`config.mk`:
```
export PLATFORM = sky130hd
export DESIGN_NAME = rot_latency_sched
export DESIGN_NICKNAME = d
export VERILOG_FILES = /design/src/rtl/rls_pkg.sv /design/src/rtl/rls_position.sv /design/src/rtl/rls_scheduler.sv /design/src/rtl/rot_latency_sched.sv
export SDC_FILE = /design/constraint.sdc
export NUM_CORES = 1
export LEC_CHECK = 0
export BUFFER_PORTS_ARGS = -buffer_cell sky130_fd_sc_hd__clkbuf_2
export CAP_MARGIN = 20
export CORE_ASPECT_RATIO = 1.5
export CORE_MARGIN = 2
export CORE_UTILIZATION = 25
export DETAILED_ROUTE_END_ITERATION = 16
export PLACE_DENSITY_LB_ADDON = 0.12
export SKIP_CTS_REPAIR_TIMING = 1
export SLEW_MARGIN = 20
export SYNTH_ARGS = -nofsm -noshare
export SYNTH_HDL_FRONTEND = slang
export SYNTH_SLANG_ARGS = --single-unit
```
`constraint.sdc`:
```
create_clock -name clk -period 9.6 [get_ports clk]
set_clock_uncertainty 0.1 [all_clocks]
set_input_delay 0.48 -clock clk [delete_from_list [all_inputs] [get_ports clk]]
set_output_delay 0.48 -clock clk [all_outputs]
set_load 0.02 [all_outputs]
```
`src/rtl/rls_pkg.sv`:
```
// Shared types for the rotational latency scheduler.
// Assumes a 2-bit function code where zero is the no-op.
package rls_pkg;

    typedef enum logic [1:0] {
        FN_IDLE   = 2'd0,
        FN_FETCH  = 2'd1,
        FN_STORE  = 2'd2,
        FN_VERIFY = 2'd3
    } xfer_fn_e;

    typedef enum logic [1:0] {
        ST_IDLE = 2'd0,
        ST_WAIT = 2'd1,
        ST_XFER = 2'd2
    } sched_state_e;

endpackage

```
`src/rtl/rls_position.sv`:
```
// Angular position tracker: a prescaler divides the clock by the
// programmed period, and each prescaler wrap advances the word position.
// Assumes the period may change at any time; a prescaler value at or
// above the new last phase wraps on the next edge. A period of 0 acts as 1.
module rls_position #(
    parameter int WORD_BITS = 11,
    parameter int PERIOD_W  = 24
) (
    input  logic                 clk,
    input  logic                 rst_n,
    input  logic [PERIOD_W-1:0]  period,
    output logic [WORD_BITS-1:0] pos,
    output logic                 tick
);

    logic [PERIOD_W-1:0] pre;
    logic [PERIOD_W-1:0] last_phase;

    // Last prescaler value before a word step; zero period collapses to one.
    always_comb begin
        last_phase = (period == '0) ? '0 : period - PERIOD_W'(1);
    end

    assign tick = (pre >= last_phase);

    // Prescaler and word position counter.
    always_ff @(posedge clk) begin
        if (!rst_n) begin
            pre <= '0;
            pos <= '0;
        end else if (tick) begin
            pre <= '0;
            pos <= pos + WORD_BITS'(1);
        end else begin
            pre <= pre + PERIOD_W'(1);
        end
    end


    pos_step_chk: assert property (@(posedge clk) disable iff (!rst_n)
        ($past(rst_n) && !$stable(pos)) |-> (pos == $past(pos) + WORD_BITS'(1)));


    pos_hold_chk: assert property (@(posedge clk) disable iff (!rst_n)
        ($past(rst_n) && !$past(tick)) |-> $stable(pos));

endmodule

```
`src/rtl/rls_scheduler.sv`:
```
// Start scheduler: on an accepted start it loads the modular word distance
// to the target and counts it down on each word step, strobing when the
// target word is reached. It stays busy until the data path ends the
// transfer. Assumes pos and tick come from the position tracker.
module rls_scheduler
    import rls_pkg::*;
#(
    parameter int WORD_BITS = 11
) (
    input  logic                 clk,
    input  logic                 rst_n,
    input  logic                 start,
    input  logic [1:0]           func,
    input  logic [WORD_BITS-1:0] target_word,
    input  logic                 clear_all,
    input  logic                 xfer_end,
    input  logic [WORD_BITS-1:0] pos,
    input  logic                 tick,
    output logic                 first_word,
    output logic                 busy
);

    sched_state_e         state;
    logic [WORD_BITS-1:0] words_left;
    logic [WORD_BITS-1:0] tgt_q;
    logic                 accept;

    // A start counts only when idle, not a no-op, and not cancelled.
    always_comb begin
        accept = start && (state == ST_IDLE) &&
                 (xfer_fn_e'(func) != FN_IDLE) && !clear_all;
    end

    // Strobe and busy are decoded from registered state.
    assign first_word = (state == ST_WAIT) && (words_left == '0);
    assign busy       = (state != ST_IDLE);

    // Scheduling state machine and word-distance down-counter.
    always_ff @(posedge clk) begin
        if (!rst_n) begin
            state      <= ST_IDLE;
            words_left <= '0;
            tgt_q      <= '0;
        end else if (clear_all) begin
            state <= ST_IDLE;
        end else begin
            case (state)
                ST_IDLE: begin
                    if (accept) begin
                        state      <= ST_WAIT;
                        tgt_q      <= target_word;
                        // distance counted from the position after this edge
                        words_left <= target_word - pos - WORD_BITS'(tick);
                    end
                end
                ST_WAIT: begin
                    if (words_left == '0) begin
                        state <= ST_XFER;
                    end else if (tick) begin
                        words_left <= words_left - WORD_BITS'(1);
                    end
                end
                ST_XFER: begin
                    if (xfer_end) begin
                        state <= ST_IDLE;
                    end
                end
                default: state <= ST_IDLE;
            endcase
        end
    end


    wait_align_chk: assert property (@(posedge clk) disable iff (!rst_n)
        (state == ST_WAIT) |-> (WORD_BITS'(pos + words_left) == tgt_q));


    strobe_single_chk: assert property (@(posedge clk) disable iff (!rst_n)
        first_word |=> !first_word);


    nop_ignore_chk: assert property (@(posedge clk) disable iff (!rst_n)
        (!busy && start && (func == 2'd0)) |=> !busy);


    busy_target_chk: assert property (@(posedge clk) disable iff (!rst_n)
        (busy && start) |=> $stable(tgt_q));


    xfer_hold_chk: assert property (@(posedge clk) disable iff (!rst_n)
        ((state == ST_XFER) && !xfer_end && !clear_all) |=> (state == ST_XFER));


    clear_cancel_chk: assert property (@(posedge clk) disable iff (!rst_n)
        clear_all |=> !busy);

endmodule

```
`src/rtl/rot_latency_sched.sv`:
```
// Rotational latency scheduler top: joins the position tracker and the
// start scheduler and packs position and busy into one status word.
// Assumes STATUS_W exceeds WORD_BITS so the busy bit sits above the position.
module rot_latency_sched #(
    parameter int WORD_BITS = 11,
    parameter int PERIOD_W  = 24,
    parameter int STATUS_W  = 18
) (
    input  logic                 clk,
    input  logic                 rst_n,
    input  logic [PERIOD_W-1:0]  period,
    input  logic                 start,
    input  logic [1:0]           func,
    input  logic [WORD_BITS-1:0] target_word,
    input  logic                 clear_all,
    input  logic                 xfer_end,
    output logic [STATUS_W-1:0]  pos_word,
    output logic                 first_word
);

    localparam int BUSY_BIT = STATUS_W - 1;

    logic [WORD_BITS-1:0] pos;
    logic                 tick;
    logic                 busy;

    rls_position #(
        .WORD_BITS (WORD_BITS),
        .PERIOD_W  (PERIOD_W)
    ) i_position (
        .clk    (clk),
        .rst_n  (rst_n),
        .period (period),
        .pos    (pos),
        .tick   (tick)
    );

    rls_scheduler #(
        .WORD_BITS (WORD_BITS)
    ) i_scheduler (
        .clk         (clk),
        .rst_n       (rst_n),
        .start       (start),
        .func        (func),
        .target_word (target_word),
        .clear_all   (clear_all),
        .xfer_end    (xfer_end),
        .pos         (pos),
        .tick        (tick),
        .first_word  (first_word),
        .busy        (busy)
    );

    // Status word: position in the low field, busy flag in the top bit.
    always_comb begin
        pos_word                  = '0;
        pos_word[WORD_BITS-1:0]   = pos;
        pos_word[BUSY_BIT]        = busy;
    end


    clear_busy_port_chk: assert property (@(posedge clk) disable iff (!rst_n)
        clear_all |=> !pos_word[BUSY_BIT]);


    reset_zero_chk: assert property (@(posedge clk)
        !rst_n |=> (pos_word == '0 || rst_n));

endmodule

```
### Word-level counts from Yosys, hierarchy flattened

Index checks and enable logic that the tools add are counted.

| operators by class | value |
|---|---|
| add/subtract/negate cells | 6 |
| multipliers | 0 |
| div/mod/pow operators | 0 |
| magnitude comparators | 1 |
| eq/ne operators | 7 |
| shift operators | 0 |
| mux-type cells | 9 |
| bitwise operators | 2 |
| reductions and logical operators | 15 |

Operators by type and width:

| kind | number |
|---|---|
| $mux 11 | 3 |
| $add 24x1->24 const B | 1 |
| $ge 24x24->1 | 1 |
| $logic_not 24->1 | 1 |
| $mux 24 | 1 |
| $sub 24x1->24 const B | 1 |
| $pmux 11 s2 | 1 |
| $add 11x1->11 const B | 1 |
| $logic_not 11->1 | 1 |
| $sub 11x1->11 | 1 |
| $sub 11x1->11 const B | 1 |
| $sub 11x11->11 | 1 |
| $mux 2 | 3 |
| $ne 2x2->1 const B | 3 |
| $pmux 2 s3 | 1 |
| $reduce_bool 2->1 | 3 |
| $reduce_and 5->1 | 1 |
| $logic_and 1x1->1 | 4 |
| $ne 2x1->1 const B | 2 |
| $reduce_or 2->1 | 2 |
| $reduce_and 3->1 | 1 |
| $eq 2x1->1 const B | 1 |
| $eq 2x2->1 const B | 1 |
| $logic_not 2->1 | 1 |
| other kinds (2) | 3 |

| storage, ports and cells | value |
|---|---|
| register bits | 48 |
| latch bits | 0 |
| RAM bits | 0 |
| memory bits (read-only) | 0 |
| memories | 0 |

### Longest topological paths before layout

| depth | value |
|---|---|
| depth after elaboration | 6 |
| mapped depth | 26 |

### Hierarchy

Synthesis repeated with hierarchy kept, for this count alone.

| second synthesis, totals | value |
|---|---|
| cell total of the unflattened synthesis | 540 |
| area, all modules | 4151.5 sq um |

By module, submodules not included:

| module | times used | cells each | area an instance (sq um) | seq. area each (sq um) |
|---|---|---|---|---|
| rls_position | 1 | 335 | 2635.0 | 700.7 |
| rls_scheduler | 1 | 197 | 1460.2 | 260.2 |
| rot_latency_sched | 1 | 8 | 56.3 | 0.0 |

### Worst setup path before layout

Ideal clock, no wire load.

| timing path | value |
|---|---|
| path type | input-to-reg |
| from | input period[11] |
| to | register i_scheduler.words_left[10] |
| arrival time | 5.726 ns |
| data required time | 9.362 ns |
| slack | 3.636 ns |
| stages on the path | 24 |
| buffers on the path | 1 |
| path through | or4_4 > nor4b_4 > nand3_2 > or4_1 > nor3b_1 > a21oi_1 > ha_1 > nand4_1 > a2111oi_0 > o31ai_1 > buf_2 > nand2_1 > inv_1 > fa_1 > inv_1 > ha_1 > or2_2 > fa_1 > nand2b_1 > a31o_2 > a21oi_1 > mux2i_1 > a31o_2 > o22ai_1 |

| between the ends | value |
|---|---|
| cells in the longest elaborated chain, start to end | 6 |
| elaborated cells between the ends (all ways) | 9 |

RTL lines:

| element | line | text |
|---|---|---|
| start: declaration | rot_latency_sched.sv:11 | `input logic [PERIOD_W-1:0] period,` |
| $sub 24x1->24 or $logic_not 24->1 (tied branches) | rls_position.sv:21 | `last_phase = (period == '0) ? '0 : period - PERIOD_W'(1);` |
| $mux 24 * | rls_position.sv:21 |  |
| $ge 24x24->1 * | rls_position.sv:24 | `assign tick = (pre >= last_phase);` |
| $sub 11x1->11 | rls_scheduler.sv:53 | `words_left <= target_word - pos - WORD_BITS'(tick);` |
| $mux 11 | rls_scheduler.sv:49 | `if (accept) begin` |
| $pmux 11 s2 | rls_scheduler.sv:47 | `case (state)` |
| end signal: assignment | rls_scheduler.sv:53 |  |
| end signal: assignment | rls_scheduler.sv:60 | `words_left <= words_left - WORD_BITS'(1);` |
| end: declaration | rls_scheduler.sv:24 | `logic [WORD_BITS-1:0] words_left;` |

Mark *: on every way between the ends. The rest lies on a longest branch, timed or not. The select of a mux whose other input is x is not followed.
A chain may end at the register's enable or synchronous reset.

### Worst setup path after layout

| timing path | value |
|---|---|
| from | input period[9] |
| to | register i_scheduler.words_left[10] |

Same word-level chain as after synthesis.

==> results by group <==
Power and ir drop
  – Maximum vdd drop: 67.3 µV
  – Tot Pwr: 503 µW
  – Pleak: 2.11 nW
  – Power Density: 103 mW/mm²

Placement
  – Routability cong.: 0.794
  – Final HPWL DP: 9470 µm
  – Area post-placement: 0.00474 mm²
  – I/O Buffers: 54

Hold path
  – Hold endpoint: i_scheduler.state[1]
  – Worst hold path class: primary input to flop
  – Min-Delay Startpoint: clear_all
  – Hold Crit Depth: 2

Synthesis
  – Mapped Cells: 562
  – FF+latch count, synth: 48
  – Async SR Flop Fraction: 0%
  – Post-synthesis sequential area ratio: 22.4%
  – Synth warnings: 0
  – Main flop type after synthesis: dfxtp_1
  – Synth cell types: 56
  – Mean Syn Cell Area: 7.64 µm²
  – Synthesized cell area: 0.00429 mm²
  – Post-synth EDFFs: 0

Floorplan
  – Die area: 0.0183 mm²
  – Starting Density: 25.6%
  – Number of I/O pins: 61
  – Die span in x: 111 µm
  – Row count: 58
  – Core area: 0.0168 mm²
  – Die height: 164 µm

Worst setup path
  – Reg2reg path depth: 19
  – R2R Path End: i_scheduler.words_left[10]
  – Critical Path End Type: flop
  – Reg-to-reg startpoint: i_position.pre[15]
  – CP max FO: 22
  – Startpoint types: primary input
  – CP Data Arrival Time: 6.73 ns
  – R2r setup slk: 4.70 ns
  – Req. time, crit path: 9.66 ns
  – Crit path from: period[9]
  – Worst setup path category: primary input to flop

Finish
  – Commonest non-fill, non-tap cell in the layout: nand2_1
  – Antenna diodes: 0
  – Share of cells above drive strength 1: 13.1%
  – Util after Layout: 29.2%
  – Most frequent cells in the layout: 61 x nand2_1, 54 x clkbuf_2, 51 x nor2_1, 48 x dfxtp_1, 47 x ha_1
  – Nets: 695
  – Area grow syn2layout: 14.1%
  – Final instance area: 0.00490 mm²

Timing
  – Fin crit share: 69.4%
  – Rel. slew slack: 30.6%
  – Final setup fails: 0
  – Setup TNS: 0 ns
  – Final min period: 6.67 ns
  – Unrepaired setup endpoints after global routing: false
  – FMAX: 150 MHz
  – Worst slew pin tran: 1.04 ns
  – Max-slew violation count: 0
  – WHS: 0.258 ns
  – Final-report hold violation count: 0

GRT
  – Largest net degree at the start of global routing: 42
  – Gr usage total: 13.4%
  – First-pass GRT wire length: 20100 µm
  – Total grt overflow: 0
  – Number of global-route vias before repair: 4007
  – Initial antenna violation count: 0

Drt
  – Vias/cell: 4.98
  – Antenna-violating nets left: 0
  – Top sig layer: met4
  – Total Wirelength: 12100 µm
  – First-pass iteration count of the detailed router: 4
  – Routed length on met3: 340 µm
  – Via count: 4059
  – Drt drc: 0
  – 1st-iter DRT viols: 173
  – Met2 WL: 6380 µm
  – Routed WL per cell: 14.8 µm
  – WL met1: 5160 µm

Clocking
  – Worst skew pair latency: 0.30 ns
  – Clk buf depth: 2
  – CTS Buf Count: 5
  – Clk root buf: clkbuf_16
  – H-tree levels: 2
  – CTS tree: done
  – Clock sinks: 48
  – Worst-path clk slew: 0.07 ns

Outcome
  – Status: finished, final reports clean

Job
  – Max-Cap Viols: 0
[worst max path at each step]
stage               slack [ns]                         end
floorplan                 3.64  i_scheduler.words_left[10]
global placement          2.71  i_scheduler.words_left[10]
detailed placement        2.55  i_scheduler.words_left[10]
CTS                       2.86  i_scheduler.words_left[10]
global route              2.44  i_scheduler.words_left[10]
finish                    2.93  i_scheduler.words_left[10]
[critical path: stages]
cell and delay, ns:
clkbuf_2 0.12, or4_4 0.57, nor4b_4 0.48, nand3_1 0.66, nor3b_1 0.36, a21oi_1 0.12
ha_1 0.19, nand4_1 0.15, a2111oi_0 0.52, o31ai_2 0.15, buf_4 0.25, nand2_1 0.11
inv_1 0.07, fa_1 0.52, inv_1 0.05, ha_1 0.18, or2_2 0.28, fa_1 0.39
nand2b_1 0.18, a31o_2 0.28, a21oi_1 0.17, mux2i_1 0.22, a31o_2 0.17, o22ai_1 0.06
[metrics by stage]
stage | instances | worst slack (ns)
floorplan | 567 | 3.64
global placement | 807 | 2.71
detailed placement | 807 | 2.55
CTS | 815 | 2.86
global route | 815 | 2.44
finish | 815 | 2.93
[flip-flops by register name (all words and copies together) (netlist names)]
register                cells
i_scheduler.state           2
i_scheduler.words_left     11
i_position.pre             24
i_position.pos             11
[where the power goes]
part / switching, mW / internal [mW]
registers: 0.00717 / 0.204
clock network: 0.0826 / 0.104
logic: 0.0634 / 0.0413
[synth_stat cells, types with 16 or more instances]
master    count  share of area, %
nand3_1      29               3.4
ha_1         47                14
nand2_1      61               5.3
xor2_1       32               6.5
inv_1        38               3.3
dfxtp_1      48                22
nor2_1       51               4.5
a21oi_1      27               3.1
xnor2_1      16               3.3
o21ai_0      19               2.2
nor3_1       21               2.4
clkbuf_1     17               1.5
[cell families after synthesis]
family	count (synthesis)	share of synthesized area (%)
flops	48	22.4
compound gates	96	14.7
fa+ha+maj	49	14.6
simple gates	243	29.1
xor+xnor	48	9.80
mux	13	3.03
buf+inv	64	6.27
other cells	1	0.0874
[metal layers]
layer | vias to the layer above | GRT usage, %
met4 | 0 | 4.32
met3 | 13 | 1.58
met1 | 1894 | 14.9
met5 | - | 0
li1 | 2078 | -
met2 | 74 | 26.4
[layout make-up]
cell class	count	area (µm²)
Fill cell	1850	11900
Multi-Input combinational cell	455	3090
Sequential cell	48	961
Timing Repair Buffer	56	285
Tap cell	210	263
Inverter	38	143
Clock buffer	6	139
Clock inverter	2	15.0
No activity file was read; power rests on OpenSTA's default activity.
